**config.mk**
```make
export PLATFORM = sky130hd
export DESIGN_NAME = cfg_port
export DESIGN_NICKNAME = d
export VERILOG_FILES = /design/src/rtl/cfg_port.sv
export SDC_FILE = /design/constraint.sdc
export NUM_CORES = 1
export LEC_CHECK = 0
export BUFFER_PORTS_ARGS = -buffer_cell sky130_fd_sc_hd__buf_2
export CAP_MARGIN = 5
export CELL_PAD_IN_SITES_DETAIL_PLACEMENT = 1
export CELL_PAD_IN_SITES_GLOBAL_PLACEMENT = 1
export CORE_ASPECT_RATIO = 2
export CORE_UTILIZATION = 45
export CTS_CLUSTER_SIZE = 12
export DETAILED_ROUTE_END_ITERATION = 10
export PLACE_DENSITY_LB_ADDON = 0.1
export SLEW_MARGIN = 20
export SYNTH_ARGS = -nofsm -noshare
export SYNTH_HDL_FRONTEND = slang
export SYNTH_SLANG_ARGS = --single-unit
export TNS_END_PERCENT = 100
```
**constraint.sdc**
```tcl
create_clock -name clk -period 5.1 [get_ports clk]
set_clock_uncertainty 0.15 [all_clocks]
set_input_delay 0.765 -clock clk [delete_from_list [all_inputs] [get_ports clk]]
set_output_delay 0.765 -clock clk [all_outputs]
set_load 0.01 [all_outputs]
```
**src/rtl/cfg_port.sv**
```systemverilog
module cfg_port #(
  parameter int NREGS = 4,
  parameter int DW    = 8,
  parameter int AW    = 7
) (
  input  logic clk,
  input  logic rst_n,
  input  logic par_mode,
  input  logic pin_cs_n,
  input  logic pin_sck,
  input  logic pin_sdi,
  output logic sdo_pull,
  output logic dcs_on,
  output logic fmt_ddr,
  output logic sleep
);
  localparam int FW = 1 + AW + DW;
  localparam int CW = $clog2(FW + 1);
  localparam int IW = (NREGS > 1) ? $clog2(NREGS) : 1;

  logic [1:0] cs_q, sck_q, sdi_q;
  logic       sck_d;
  logic [CW-1:0] cnt;
  logic [FW-2:0] sh;
  logic [DW-1:0] rd_sh;
  logic          rd_act;
  logic [DW-1:0] regs [NREGS];
  logic [NREGS*DW-1:0] regs_flat;

  wire cs_s  = cs_q[1];
  wire sck_s = sck_q[1];
  wire sdi_s = sdi_q[1];
  wire rise  = sck_s & ~sck_d & ~cs_s & ~par_mode;

  wire [AW:0]    hdr    = {sh[AW-1:0], sdi_s};
  wire [FW-1:0]  word   = {sh, sdi_s};
  wire [AW-1:0]  waddr  = word[FW-2:DW];
  wire [DW-1:0]  wdata  = word[DW-1:0];
  wire           last   = (cnt == CW'(FW - 1));
  wire           commit = rise & last & ~word[FW-1];

  logic [DW-1:0] rd_val;
  always_comb begin
    rd_val = '0;
    if (32'(hdr[AW-1:0]) < NREGS) rd_val = regs[hdr[IW-1:0]];
  end

  always_ff @(posedge clk or negedge rst_n)
    if (!rst_n) begin
      cs_q <= 2'b11; sck_q <= '0; sdi_q <= '0; sck_d <= 1'b0;
    end else begin
      cs_q  <= {cs_q[0], pin_cs_n};
      sck_q <= {sck_q[0], pin_sck};
      sdi_q <= {sdi_q[0], pin_sdi};
      sck_d <= sck_s;
    end

  always_ff @(posedge clk or negedge rst_n)
    if (!rst_n) begin
      cnt <= '0; sh <= '0; rd_sh <= '0; rd_act <= 1'b0;
    end else if (cs_s || par_mode) begin
      cnt <= '0; rd_act <= 1'b0;
    end else if (rise && cnt != CW'(FW)) begin
      cnt <= cnt + 1'b1;
      sh  <= {sh[FW-3:0], sdi_s};
      if (cnt == CW'(AW) && hdr[AW]) begin
        rd_act <= 1'b1;
        rd_sh  <= rd_val;
      end else if (rd_act) begin
        if (last) rd_act <= 1'b0;
        else      rd_sh  <= {rd_sh[DW-2:0], 1'b0};
      end
    end

  always_ff @(posedge clk or negedge rst_n)
    if (!rst_n) begin
      for (int i = 0; i < NREGS; i++) regs[i] <= '0;
    end else if (commit) begin
      if (waddr == '0 && wdata[DW-1]) begin
        for (int i = 0; i < NREGS; i++) regs[i] <= '0;
      end else if (32'(waddr) < NREGS) begin
        regs[waddr[IW-1:0]] <= wdata;
      end
    end

  always_comb
    for (int i = 0; i < NREGS; i++) regs_flat[i*DW +: DW] = regs[i];

  assign sdo_pull = rd_act & ~rd_sh[DW-1];
  assign dcs_on   = par_mode ? cs_s  : regs[1][2];
  assign fmt_ddr  = par_mode ? sck_s : regs[1][1];
  assign sleep    = par_mode ? sdi_s : regs[1][0];

  assert_no_pull_parallel_R5: assert property (@(posedge clk) disable iff (!rst_n)
    par_mode |-> !sdo_pull);
  assert_no_pull_deselected_R5: assert property (@(posedge clk) disable iff (!rst_n)
    cs_s |-> !sdo_pull);
  assert_regs_frozen_parallel_R1: assert property (@(posedge clk) disable iff (!rst_n)
    par_mode |=> $stable(regs_flat));
  assert_commit_only_at_end_R10: assert property (@(posedge clk) disable iff (!rst_n)
    !(rise && last) |=> $stable(regs_flat));
  assert_deselect_clears_R2: assert property (@(posedge clk) disable iff (!rst_n)
    cs_s |=> (cnt == '0));
  assert_count_bounded_R9: assert property (@(posedge clk) disable iff (!rst_n)
    cnt <= CW'(FW));
endmodule

```
==> flow_results.xml <==
<?xml version="1.0" encoding="UTF-8"?>
<metrics>
  <group name="outcome">
    <metric name="outcome" unit="">finished clean</metric>
  </group>
  <group name="placed_design">
    <metric name="globalplace.congestion" unit="">0.8166</metric>
    <metric name="dp.cells" unit="">333</metric>
    <metric name="postPlaceCellArea" unit="sq mm">0.003162</metric>
    <metric name="hpwl" unit="microns">5074</metric>
    <metric name="placement.io_buffers" unit="">9</metric>
  </group>
  <group name="clocking">
    <metric name="cts_root_buffer" unit="">sky130_fd_sc_hd__clkbuf_16</metric>
    <metric name="post_cts_buffers" unit="">0</metric>
    <metric name="post_cts_hold_buffer_count" unit="">0</metric>
    <metric name="cts.htree.levels" unit="">3</metric>
    <metric name="post_cts_resized" unit="">0</metric>
    <metric name="numCtsBuffers" unit="">9</metric>
    <metric name="cts_tree" unit="">yes</metric>
    <metric name="clkSlewWorstSetupHoldPaths" unit="ns">0.05</metric>
    <metric name="cts_num_sinks" unit="">68</metric>
    <metric name="clock_path_buffers" unit="">2</metric>
    <metric name="clock_latency" unit="ns">0.32</metric>
  </group>
  <group name="floorplanning">
    <metric name="floorplan.core_area" unit="sq mm">0.006569</metric>
    <metric name="fp.dieH" unit="microns">118.5</metric>
    <metric name="floorplan.io_pins" unit="">10</metric>
    <metric name="initial_utilization" unit="">0.4648</metric>
    <metric name="die_area" unit="sq mm">0.007138</metric>
    <metric name="die-width" unit="microns">60.24</metric>
    <metric name="std_cell_rows" unit="">42</metric>
  </group>
  <group name="logic_synthesis">
    <metric name="syn_inst" unit="">249</metric>
    <metric name="synth_ff_type" unit="">sky130_fd_sc_hd__dfrtp_1</metric>
    <metric name="area_contributors_post_synth" unit="">sky130_fd_sc_hd__dfrtp_1, sky130_fd_sc_hd__a22o_1, sky130_fd_sc_hd__mux2_2, sky130_fd_sc_hd__mux4_2, sky130_fd_sc_hd__nand2_1</metric>
    <metric name="post_synthesis_sequential_element_count" unit="">68</metric>
    <metric name="yosys_warnings" unit="">0</metric>
    <metric name="synth_edf_count" unit="">0</metric>
    <metric name="synth_sequential_area_ratio" unit="">0.5582</metric>
    <metric name="syn_nets" unit="">258</metric>
    <metric name="netlist-cell-type-count" unit="">36</metric>
    <metric name="synthDominantAreaCellType" unit="">sky130_fd_sc_hd__dfrtp_1</metric>
    <metric name="post-synth-top-count-cell" unit="">sky130_fd_sc_hd__dfrtp_1</metric>
    <metric name="synth.cells.most_frequent" unit="">sky130_fd_sc_hd__dfrtp_1, sky130_fd_sc_hd__nand2_1, sky130_fd_sc_hd__a22o_1</metric>
    <metric name="synth-async-reset-ratio" unit="">1.000</metric>
    <metric name="synth.avg_cell_area" unit="sq um">12.26</metric>
    <metric name="post_synth_instance_area" unit="sq mm">0.003053</metric>
    <metric name="synthDominantCellAreaShare" unit="">0.5410</metric>
  </group>
  <group name="global_route">
    <metric name="track_usage" unit="">0.2423</metric>
    <metric name="total_overflow_reported_by_the_global_router" unit="">0</metric>
    <metric name="grt_pass1_vias" unit="">2226</metric>
    <metric name="largest_net_degree_at_the_start_of_global_routing" unit="">46</metric>
    <metric name="initial_antenna_violation_count" unit="">0</metric>
    <metric name="grt_first_pass_wirelength" unit="microns">12050</metric>
  </group>
  <group name="setup_path">
    <metric name="regToRegSetupSlack" unit="ns">2.40</metric>
    <metric name="crit_chain" unit="">ha_1, and3_1, ha_1, or3b_2, nor4_4, o21ai_1, a22o_1</metric>
    <metric name="critical_path_arrival" unit="ns">2.77</metric>
    <metric name="critical_path_class" unit="">reg2reg</metric>
    <metric name="required" unit="ns">5.16</metric>
    <metric name="timing.critical_path.to_type" unit="">flop</metric>
    <metric name="crit_path_start_kind" unit="">flop</metric>
    <metric name="critical_path_s_slowest_cell" unit="">sky130_fd_sc_hd__or3b_2</metric>
    <metric name="timing.critical_path.mode_cell" unit="">sky130_fd_sc_hd__ha_1</metric>
    <metric name="slowest_delay" unit="ns">0.51</metric>
    <metric name="crit_fanout" unit="">8</metric>
  </group>
  <group name="timing">
    <metric name="hold_ws" unit="ns">0.1994</metric>
    <metric name="grt_setup_unrepaired" unit="">no</metric>
    <metric name="report.final.hold_viol_count" unit="">0</metric>
    <metric name="final_cycle_utilization_of_the_critical_path" unit="">0.5302</metric>
    <metric name="setup_total_negative_slack" unit="ns">0</metric>
    <metric name="report.final.setup_viol" unit="">0</metric>
    <metric name="max_slew.worst_pin.slew" unit="ns">0.8177</metric>
    <metric name="final_period_minus_worst_setup_slack" unit="ns">2.704</metric>
    <metric name="slew_violations" unit="">0</metric>
    <metric name="fmax" unit="MHz">369.8</metric>
    <metric name="max-slew-margin-rel" unit="">0.4525</metric>
  </group>
  <group name="layout">
    <metric name="finish.instance_area" unit="sq mm">0.003432</metric>
    <metric name="syn_to_final_growth" unit="%">12.42</metric>
    <metric name="layoutNonFillerInstCount" unit="">348</metric>
    <metric name="fillers" unit="">688</metric>
    <metric name="proportion_of_layout_cells_with_a_drive_suffix_above_1" unit="">0.2154</metric>
    <metric name="n_antenna_cell" unit="">0</metric>
    <metric name="final_nets" unit="">265</metric>
  </group>
  <group name="pwr">
    <metric name="p_leak" unit="nW">1.530</metric>
    <metric name="pwr_density_cell" unit="mW/mm^2">376.7</metric>
    <metric name="worst_ir_drop_vdd" unit="mV">0.2145</metric>
  </group>
  <group name="route">
    <metric name="drt_iter0_markers" unit="">80</metric>
    <metric name="final_antenna_net_count" unit="">0</metric>
    <metric name="drc" unit="">0</metric>
    <metric name="via_per_inst" unit="">5.894</metric>
    <metric name="route.vias.total" unit="">2051</metric>
    <metric name="avgRoutedWirePerCell" unit="microns">20.93</metric>
    <metric name="drt_pre_antenna_iters" unit="">4</metric>
    <metric name="postRouteWirelength" unit="microns">7283</metric>
  </group>
  <group name="min_path">
    <metric name="min_path_type" unit="">reg2reg</metric>
  </group>
  <group name="flow_run">
    <metric name="max-cap-violations" unit="">0</metric>
  </group>
</metrics>
-- cells by family after synthesis --
kind of cell	synth area share
buffers and inverters	0.03688
AOI/OAI and AO/OA	0.1402
and+or+nand+nor	0.1209
DFF	0.5582
muxes	0.1316
adders and majority gates	0.01230
-- metal layers --
layer / vias up / GRT usage / part of all wire
met4: 0 / 0.08866 / 0.020
met3: 9 / 0.06127 / 0.021
met2: 27 / 0.4018 / 0.57
met1: 1090 / 0.2925 / 0.39
met5: - / 0 / 0
li1: 925 / - / -
-- power breakdown --
group          internal [mW]  switching [mW]  leakage (nW)
clock                  0.351           0.208         0.135
combinational         0.0478          0.0473         0.475
sequential             0.576          0.0628         0.919
total                  0.975           0.318          1.53
-- worst max-delay path: cells and delay by family, from the launching register on --
kind,cells,cell delay (ns)
adders and majority gates,2,0.52
DFF,1,0.41
AOI/OAI and AO/OA,2,0.60
and+or+nand+nor,3,0.91
-- stage by stage --
step	power [mW]	util	worst slack, ns
global route	1.352	0.5225	2.266
floorplan	0.6937	-	2.629
detailed placement	0.7454	0.4813	2.280
global placement	0.7425	0.4813	2.260
finish	1.293	0.5225	2.396
CTS	1.312	0.5225	2.367
-- final cells by class --
| class | instances | area (sq um) | share of cell area |
|---|---|---|---|
| clock buffers | 13 | 260.3 | 0.07583 |
| repair buffers | 11 | 60.06 | 0.01750 |
| well taps | 88 | 110.1 | 0.03208 |
| clock inverters | 2 | 10.01 | 0.002917 |
| multi-input cells | 154 | 1242 | 0.3620 |
| flip-flops and latches | 68 | 1704 | 0.4965 |
| inverters | 12 | 45.04 | 0.01312 |
-- worst paths after layout --
kind	startpoint	to	cells after the start
setup reg to reg	cnt[0]	regs[15]	7
max in group asynchronous	rst_n	regs[31]	2
hold / removal	sdi_q[0]	sdi_q[1]	0
hold reg to reg	sdi_q[0]	sdi_q[1]	0
setup / recovery	cnt[0]	regs[15]	7
min in group asynchronous	rst_n	rd_sh[0]	1
-- cells in the final DEF (no fill, tap or decap), types with 3 or more instances in the layout --
cell type                   count
sky130_fd_sc_hd__dfrtp_1       66
sky130_fd_sc_hd__nand2_1       24
sky130_fd_sc_hd__a22o_1        23
sky130_fd_sc_hd__mux2_2        17
sky130_fd_sc_hd__inv_1         12
sky130_fd_sc_hd__nor2_1        12
sky130_fd_sc_hd__o21ai_0       12
sky130_fd_sc_hd__clkbuf_16      9
sky130_fd_sc_hd__buf_2          9
sky130_fd_sc_hd__mux4_2         8
sky130_fd_sc_hd__o21a_1         8
sky130_fd_sc_hd__o221ai_1       7
sky130_fd_sc_hd__and2_1         5
sky130_fd_sc_hd__or4_1          4
sky130_fd_sc_hd__nor2b_1        3
sky130_fd_sc_hd__mux2i_1        3
sky130_fd_sc_hd__ha_1           3
-- registers in the layout (all words and copies together), names as in the netlist --
name and count:
sck_d 1, sh 15, sdi_q 2, regs 32, rd_sh 8, rd_act 1, cnt 5, sck_q 2
cs_q 2
Power figures use the tool's default switching activity.
